--- src/rtl/nnps_pkg.sv ---
package nnps_pkg;
   typedef enum logic [2:0] {
      OP_IDLE,
      OP_RD_CONST,
      OP_RD_WORK,
      OP_WR_WORK,
      OP_REJECT
   } op_e;

   // Constant-store fill rule: word i = (i*mult + add), truncated by caller
   function automatic logic [31:0] const_word(input int unsigned idx,
                                              input logic [31:0] mult,
                                              input logic [31:0] add);
      logic [31:0] prod;
      prod = idx * mult;
      return prod + add;
   endfunction
endpackage

--- src/rtl/nnps_decode.sv ---
module nnps_decode #(
   parameter int AW = 7
) (
   input  logic          rd_req,
   input  logic          wr_req,
   input  logic [AW-1:0] addr,
   output nnps_pkg::op_e op
);
   import nnps_pkg::*;

   logic work_region;
   assign work_region = addr[AW-1];

   always_comb begin
      if (rd_req && wr_req)      op = OP_REJECT;
      else if (wr_req)           op = work_region ? OP_WR_WORK : OP_REJECT;
      else if (rd_req)           op = work_region ? OP_RD_WORK : OP_RD_CONST;
      else                       op = OP_IDLE;
   end
endmodule

--- src/rtl/nnps_const_rom.sv ---
module nnps_const_rom #(
   parameter int          DW         = 16,
   parameter int          IW         = 6,
   parameter logic [31:0] CONST_MULT = 32'h0000_9E37,
   parameter logic [31:0] CONST_ADD  = 32'h0000_0155
) (
   input  logic [IW-1:0] idx,
   output logic [DW-1:0] word
);
   localparam int DEPTH = 1 << IW;

   logic [DW-1:0] table_q [DEPTH];

   for (genvar i = 0; i < DEPTH; i++) begin : g_word
      localparam logic [31:0] FULL = nnps_pkg::const_word(i, CONST_MULT, CONST_ADD);
      assign table_q[i] = FULL[DW-1:0];
   end

   assign word = table_q[idx];
endmodule

--- src/rtl/nnps_work_ram.sv ---
module nnps_work_ram #(
   parameter int DW        = 16,
   parameter int IW        = 6,
   parameter bit RAM_CLEAR = 1'b1
) (
   input  logic          clk,
   input  logic          rst_n,
   input  logic          we,
   input  logic [IW-1:0] idx,
   input  logic [DW-1:0] wdata,
   output logic [DW-1:0] rword
);
   localparam int DEPTH = 1 << IW;

   logic [DW-1:0] mem_q [DEPTH];

   for (genvar i = 0; i < DEPTH; i++) begin : g_cell
      logic hit;
      assign hit = we && (idx == IW'(i));
      if (RAM_CLEAR) begin : g_clr
         always_ff @(posedge clk or negedge rst_n) begin
            if (!rst_n)   mem_q[i] <= '0;
            else if (hit) mem_q[i] <= wdata;
         end
      end else begin : g_noclr
         always_ff @(posedge clk) begin
            if (hit) mem_q[i] <= wdata;
         end
      end
   end

   assign rword = mem_q[idx];
endmodule

--- src/rtl/nnps_store.sv ---
module nnps_store #(
   parameter int          AW         = 7,
   parameter int          DW         = 16,
   parameter logic [31:0] CONST_MULT = 32'h0000_9E37,
   parameter logic [31:0] CONST_ADD  = 32'h0000_0155,
   parameter bit          RAM_CLEAR  = 1'b1
) (
   input  logic          clk,
   input  logic          rst_n,
   input  logic          rd_req,
   input  logic          wr_req,
   input  logic [AW-1:0] addr,
   input  logic [DW-1:0] wr_data,
   output logic [DW-1:0] rd_data,
   output logic          ack,
   output logic          bad_req
);
   import nnps_pkg::*;

   localparam int IW = AW - 1;

   if (AW < 2 || AW > 13) begin : g_bad_aw
      $error("nnps_store: AW must lie in 2..13");
   end
   if (DW < 1 || DW > 32) begin : g_bad_dw
      $error("nnps_store: DW must lie in 1..32");
   end

   op_e           op;
   logic [IW-1:0] idx;
   logic [DW-1:0] const_q;
   logic [DW-1:0] work_q;

   assign idx = addr[IW-1:0];

   nnps_decode #(.AW(AW)) u_decode (
      .rd_req (rd_req),
      .wr_req (wr_req),
      .addr   (addr),
      .op     (op)
   );

   nnps_const_rom #(
      .DW(DW), .IW(IW), .CONST_MULT(CONST_MULT), .CONST_ADD(CONST_ADD)
   ) u_rom (
      .idx  (idx),
      .word (const_q)
   );

   nnps_work_ram #(.DW(DW), .IW(IW), .RAM_CLEAR(RAM_CLEAR)) u_ram (
      .clk   (clk),
      .rst_n (rst_n),
      .we    (op == OP_WR_WORK),
      .idx   (idx),
      .wdata (wr_data),
      .rword (work_q)
   );

   always_ff @(posedge clk or negedge rst_n) begin
      if (!rst_n) begin
         rd_data <= '0;
         ack     <= 1'b0;
         bad_req <= 1'b0;
      end else begin
         ack     <= (op == OP_RD_CONST) || (op == OP_RD_WORK) || (op == OP_WR_WORK);
         bad_req <= (op == OP_REJECT);
         if (op == OP_RD_CONST)     rd_data <= const_q;
         else if (op == OP_RD_WORK) rd_data <= work_q;
      end
   end
endmodule

--- config.mk ---
export PLATFORM = sky130hd
export DESIGN_NAME = nnps_store
export DESIGN_NICKNAME = d
export VERILOG_FILES = /design/src/rtl/nnps_pkg.sv /design/src/rtl/nnps_decode.sv /design/src/rtl/nnps_const_rom.sv /design/src/rtl/nnps_work_ram.sv /design/src/rtl/nnps_store.sv
export SDC_FILE = /design/constraint.sdc
export NUM_CORES = 1
export LEC_CHECK = 0
export ABC_AREA = 1
export CAP_MARGIN = 15
export CELL_PAD_IN_SITES_DETAIL_PLACEMENT = 0
export CELL_PAD_IN_SITES_GLOBAL_PLACEMENT = 1
export CORE_MARGIN = 4
export CORE_UTILIZATION = 30
export DETAILED_ROUTE_END_ITERATION = 16
export DONT_BUFFER_PORTS = 1
export GPL_ROUTABILITY_DRIVEN = 0
export PLACE_DENSITY = 0.64
export SLEW_MARGIN = 20
export SYNTH_ARGS = -nofsm -noshare
export SYNTH_HDL_FRONTEND = slang
export SYNTH_HIERARCHICAL = 1
export SYNTH_SLANG_ARGS = --single-unit
--- constraint.sdc ---
create_clock -name clk -period 1.74 [get_ports clk]
set_input_delay 0.348 -clock clk [delete_from_list [all_inputs] [get_ports clk]]
set_output_delay 0.348 -clock clk [all_outputs]
set_load 0.05 [all_outputs]
Word level (Yosys, flattened, before mapping)
Memories as Yosys holds them, arrays and structs flattened.
Index checks and enable logic that the tools add are counted.
{ "totals": {"mem_count": 1, "elab_cells": 218, "input_bits": 27, "latchBits": 0, "out_inout_bits": 18, "mem_bits_rw": 0, "reg_bits": 1042, "romBits": 1024} }
{ "op_classes": {"bitwise_logic": 1, "eq_ne": 67, "magnitude_cmp": 1, "addsub": 0, "reduce_logical": 69, "muxes": 12, "shifts": 0, "n_mul": 0, "div": 0} }
{ "memory_table": {"columns": ["name", "words", "word_bits", "rd", "rd_clocked_by_memory_dff", "wr", "line", "rtl"], "rows": [
  ["(name not given)", 64, 16, 1, 0, 0, "nnps_const_rom.sv:19", "assign word = table_q[idx];"]
]} }
{ "op_table": {"columns": ["operator", "n"], "rows": [
  ["$eq 6x6->1 const B", 32],
  ["$bmux 16 s6", 1],
  ["$eq 6x5->1 const B", 16],
  ["$mux 16", 6],
  ["$logic_and 1x1->1", 65],
  ["$eq 6x4->1 const B", 8],
  ["$eq 6x3->1 const B", 4],
  ["$eq 6x2->1 const B", 2],
  ["$mux 3", 4],
  ["$ge 7x7->1 const B", 1],
  ["$not 6->7", 1],
  ["$eq 3x2->1 const B", 2],
  ["$eq 6x1->1 const B", 1],
  ["$logic_not 6->1", 1],
  ["$eq 3x1->1 const B", 1],
  ["$eq 3x3->1 const B", 1],
  ["$logic_or 1x1->1", 2],
  ["$mux 2", 1],
  ["$reduce_bool 2->1", 1]
]} }

Logic depth before layout (Yosys ltp)
{ "depth": {"ltp_word": 7, "mapped_depth": 19, "ltp_nobuf": 15} }

Hierarchy
The synthesis kept the hierarchy.
{ "modules_own_cells": {"columns": ["module", "seq_area_each_um2", "area_each_um2", "n_inst", "cells_each"], "rows": [
  ["nnps_work_ram", 25624.6, 47887.2, 1, 6521],
  ["nnps_const_rom", 0.0, 1268.7, 1, 247],
  ["nnps_store", 450.4, 1038.5, 1, 146],
  ["nnps_decode", 0.0, 43.8, 1, 9]
]} }

Worst setup path after synthesis
No wires, ideal clock.
{ "synth_timing": {"kind": "input -> register", "from": "input wr_req", "to": "register u_ram/mem_q[113] (netlist bit)", "arrival_time_ps": 2141, "setup_ps": 135, "n_path_buf": 3, "path_slack_ps": -537, "path_stages": 13, "path_cell_list": "nand2_2 inv_1 nor2_1 inv_4 buf_2 nor3_1 inv_2 nor2_2 buf_2 nand2_1 clkbuf_1 nand2_1 o21ai_0"} }
{ "synth_between": {"elab_chain_cells": 4} }
{ "synth_lines": {"columns": ["element", "line", "rtl"], "rows": [
  ["from (decl)", "nnps_store.sv:11", "input logic wr_req,"],
  ["$mux 3 or $logic_and 1x1->1 (tied branches)", "nnps_decode.sv:16, nnps_decode.sv:15", null],
  ["$mux 3 (*)", "nnps_decode.sv:15", "if (rd_req && wr_req) op = OP_REJECT;"],
  ["named net op[1]", "nnps_store.sv:29", "op_e op;"],
  ["$eq 3x2->1 (*)", "nnps_store.sv:53", ".we (op == OP_WR_WORK),"],
  ["$logic_and 1x1->1 (*)", "nnps_work_ram.sv:19", "assign hit = we && (idx == IW'(i));"],
  ["to (signal, indexed assignment)", "nnps_work_ram.sv:23", "else if (hit) mem_q[i] <= wdata;"],
  ["to (decl)", "nnps_work_ram.sv:15", "logic [DW-1:0] mem_q [DEPTH];"]
]} }
Mark *: on every way through the listed nets, which the timed path passes. The rest lies on a longest branch.
A chain may end at the register's enable or synchronous reset.

Worst setup path after layout
{ "layout_timing": {"from": "input addr[0]", "to": "register rd_data[9]"} }
{ "layout_between": {"elab_chain_cells": 6} }
{ "layout_lines": {"columns": ["element", "line", "rtl"], "rows": [
  ["from (decl)", "nnps_store.sv:12", "input logic [AW-1:0] addr,"],
  ["$not 6->7 (not written as such)", "nnps_work_ram.sv:32", "assign rword = mem_q[idx];"],
  ["$bmux 16 s6", "nnps_work_ram.sv:32", null],
  ["$mux 16 (not written as such) (2 in a row)", "nnps_work_ram.sv:32", null],
  ["named net work_q[9]", "nnps_store.sv:32", "logic [DW-1:0] work_q;"],
  ["$mux 16", "nnps_store.sv:68", "else if (op == OP_RD_WORK) rd_data <= work_q;"],
  ["$mux 16", "nnps_store.sv:67", "if (op == OP_RD_CONST) rd_data <= const_q;"],
  ["to (signal assigned)", "nnps_store.sv:67", null],
  ["to (signal assigned)", "nnps_store.sv:68", null],
  ["to (decl)", "nnps_store.sv:14", "output logic [DW-1:0] rd_data,"]
]} }
The timed path passes the listed nets, and every way through them passes these cells. The select of a mux whose other input is x is not followed.

==> impl_metrics.env <==
export IMPL_crit_arrival_ns=2.85
export IMPL_grt_max_degree=543
export IMPL_place_area_mm2=0.0557
export IMPL_p_leak_uw=0.0309
export IMPL_synth_top_area_cell="dfrtp_1"
export IMPL_cts_tree="yes"
export IMPL_finalCriticalPeriod_ns=2.23
export IMPL_synth_top_cell_area_share_pct=51.9
export IMPL_vias=44145
export IMPL_cts_made_buffers=121
export IMPL_port_buffers=0
export IMPL_critPathRequiredTime_ns=2.36
export IMPL_worstSetupEndpointType="flop"
export IMPL_grt_overflow=0
export IMPL_finalHoldViolations=199
export IMPL_clock_sinks=1042
export IMPL_wirelength_mm=181
export IMPL_status="complete, but fails checks"
export IMPL_worst_slack_ns=-0.488
export IMPL_ctsHtreeMaxLevel=3
export IMPL_r2r_slack_ns=-0.14
export IMPL_insertion_delay_ns=0.73
export IMPL_finClkSkew_ns=0.0202
export IMPL_layout_common_cells="3685 x nand2_1, 1026 x dfrtp_1, 606 x o21ai_0, 409 x o21ai_1, 247 x buf_4"
export IMPL_dieArea_mm2=0.174
export IMPL_clk_pin_slew_worst_paths_ns=0.06
export IMPL_wl_per_cell_um=19.5
export IMPL_slew_headroom_pct=-6.37
export IMPL_synth_nets=6963
export IMPL_worstMarginPinSlew_ns=1.60
export IMPL_hold_class="input pin to asynchronous set/reset pin"
export IMPL_synthToLayoutAreaGrowth_pct=22.0
export IMPL_pin_count=45
export IMPL_hpwl_mm=107
export IMPL_finalPower_uw=56700
export IMPL_final_net_count=7016
export IMPL_violations="hold timing, slew limit, setup timing"
export IMPL_ant_nets=0
export IMPL_ys_top_cells_by_area="dfrtp_1 52%, nand2_1 28%, o21ai_0 7.1%"
export IMPL_die_width_um=417
export IMPL_synth_area_mm2=0.0502
export IMPL_antenna_found_initial=3
export IMPL_ys_seq_area_share_pct=51.9
export IMPL_grt_pass1_wl_mm=274
export IMPL_fin_setup_tns_ns=-124.77
export IMPL_slew_violations=82
export IMPL_rsz0062_at_grt="yes"
export IMPL_r2r_start="u_ram/mem_q[229]"
export IMPL_clockBufferDepth=3
export IMPL_peakVddDrop_uv=774
export IMPL_crit_type="input pin to flop"
export IMPL_drc=0
export IMPL_start_util_pct=30.3
export IMPL_avgSynthCellArea_um2=7.26
export IMPL_synth_seq_cells=1042
export IMPL_yosys_cell_types_count=34
export IMPL_core_area_mm2=0.166
export IMPL_reg2reg_depth=16
export IMPL_grt_pass1_vias=42409
export IMPL_fin_hold_ws_ns=-0.524
export IMPL_routed_via_density=4.76
export IMPL_setup_viol=846
export IMPL_synth_warnings=6
export IMPL_grt_usage_pct=20.3
export IMPL_std_cell_rows=149
export IMPL_p_per_area_mw_per_mm2=925
export IMPL_path_max_fanout=542
export IMPL_drtPass1Iterations=7
export IMPL_cp_start_kind="input pin"
export IMPL_die_h_um=417
export IMPL_cts_root_buf="clkbuf_16"
export IMPL_cap_violations=0
export IMPL_mostFrequentLayoutCell="nand2_1"
export IMPL_place_ws_ns=-1.32
export IMPL_fin_area_mm2=0.0613
export IMPL_netlist_instances=6923
export IMPL_fmax_mhz=449
export IMPL_fin_crit_sh_pct=128
export IMPL_drt_iter0_drc=3818
export IMPL_regToRegEndpoint="rd_data[5]"
export IMPL_drive_above_1_share_pct=12.9
==> Yosys cell counts, drive strengths merged <==
library cell     n
dfrtp         1042
a21oi           49
nor2           241
nand4            3
a22oi            1
nand3b           1
a2bb2oi          1
nor3             5
nand2         3826
o211ai           1
clkbuf         300
ha              13
a21boi           1
o21ai         1021
inv            100
buf            211
nand3          107
==> where the power goes <==
group / internal [µW] / switching [µW]
Sequential: 25000 / 679
Combinational: 1660 / 3200
Clock: 15500 / 10600
Total: 42200 / 14500
==> how the worst max path moves through the flow <==
stage                     slack [ns]  cells after the start          endpoint             start
after floorplan                -0.16                     13  u_ram/mem_q[689]            wr_req
after global placement         -1.32                     20        rd_data[9]           addr[0]
after detailed placement       -1.32                     20        rd_data[9]           addr[0]
after CTS                      -0.10                     15        rd_data[9]  u_ram/mem_q[681]
after global routing           -0.24                     17        rd_data[3]  u_ram/mem_q[515]
final                          -0.49                     19        rd_data[9]           addr[0]
==> per-stage QoR <==
| stage | std cells | utilization, % |
|---|---|---|
| floorplan | 6923 | - |
| global route | 9265 | 37.0 |
| finish | 9268 | 37.0 |
| global placement | 9001 | 33.5 |
| detailed placement | 9007 | 33.6 |
| CTS | 9247 | 36.5 |
==> final cells by class <==
| cell class | instances | area, µm² |
|---|---|---|
| antenna | 4 | 10.0 |
| multi-input combinational | 5270 | 22400 |
| inverter | 100 | 442 |
| fill | 17495 | 104000 |
| timing repair buffer | 441 | 5510 |
| sequential | 1042 | 26100 |
| tap | 2189 | 2740 |
| clock inverter | 38 | 438 |
| clock buffer | 184 | 3650 |
==> registers in the layout (all words and copies together), names as in the netlist <==
signal       count
u_ram/mem_q   1024
bad_req          1
rd_data         16
ack              1
==> per-layer routing <==
metal | global-route usage (%) | wire [µm] | vias to the layer above | share of wire [%]
met3 | 2.71 | 9000 | 192 | 5.0
met1 | 29.1 | 85900 | 21199 | 47
met5 | 0 | 0 | - | 0
li1 | - | - | 21779 | -
met2 | 32.4 | 82100 | 975 | 45
met4 | 4.91 | 4010 | 0 | 2.2
==> worst max-delay path, stage by stage <==
cell and delay (ns):
clkinv_16 0.16, buf_12 0.21, clkbuf_16 0.17, buf_4 0.14
nand2_1 0.05, nand2_1 0.04, nand2_1 0.06, nand2_1 0.10
nand2_1 0.12, nand2_1 0.09, nor2_2 0.18, nor2_1 0.06
buf_4 0.15, nor2_2 0.14, nand2_2 0.07, inv_2 0.05
nand2_2 0.06, nand3_2 0.07, nand2_1 0.05
==> cells by family after synthesis <==
| group | after synthesis | share of synthesized area (%) |
|---|---|---|
| buffers and inverters | 611 | 5.17 |
| AND/OR/NAND/NOR | 4183 | 31.9 |
| AO/OA/AOI/OAI | 1074 | 10.7 |
| adder cells (fa/ha/maj) | 13 | 0.324 |
| flip-flops | 1042 | 51.9 |
==> what timing repair did <==
action / in CTS / in global routing
endpoints found under the setup margin: 280 / 367
resized for setup: 166 / 141
buffers inserted: 2 / 7
pin swaps: 52 / 85
endpoints found under the hold margin: 279 / 199
gates cloned: 3 / 14
hold buffers: 21 / 1
No activity file was read; power rests on OpenSTA's default activity.
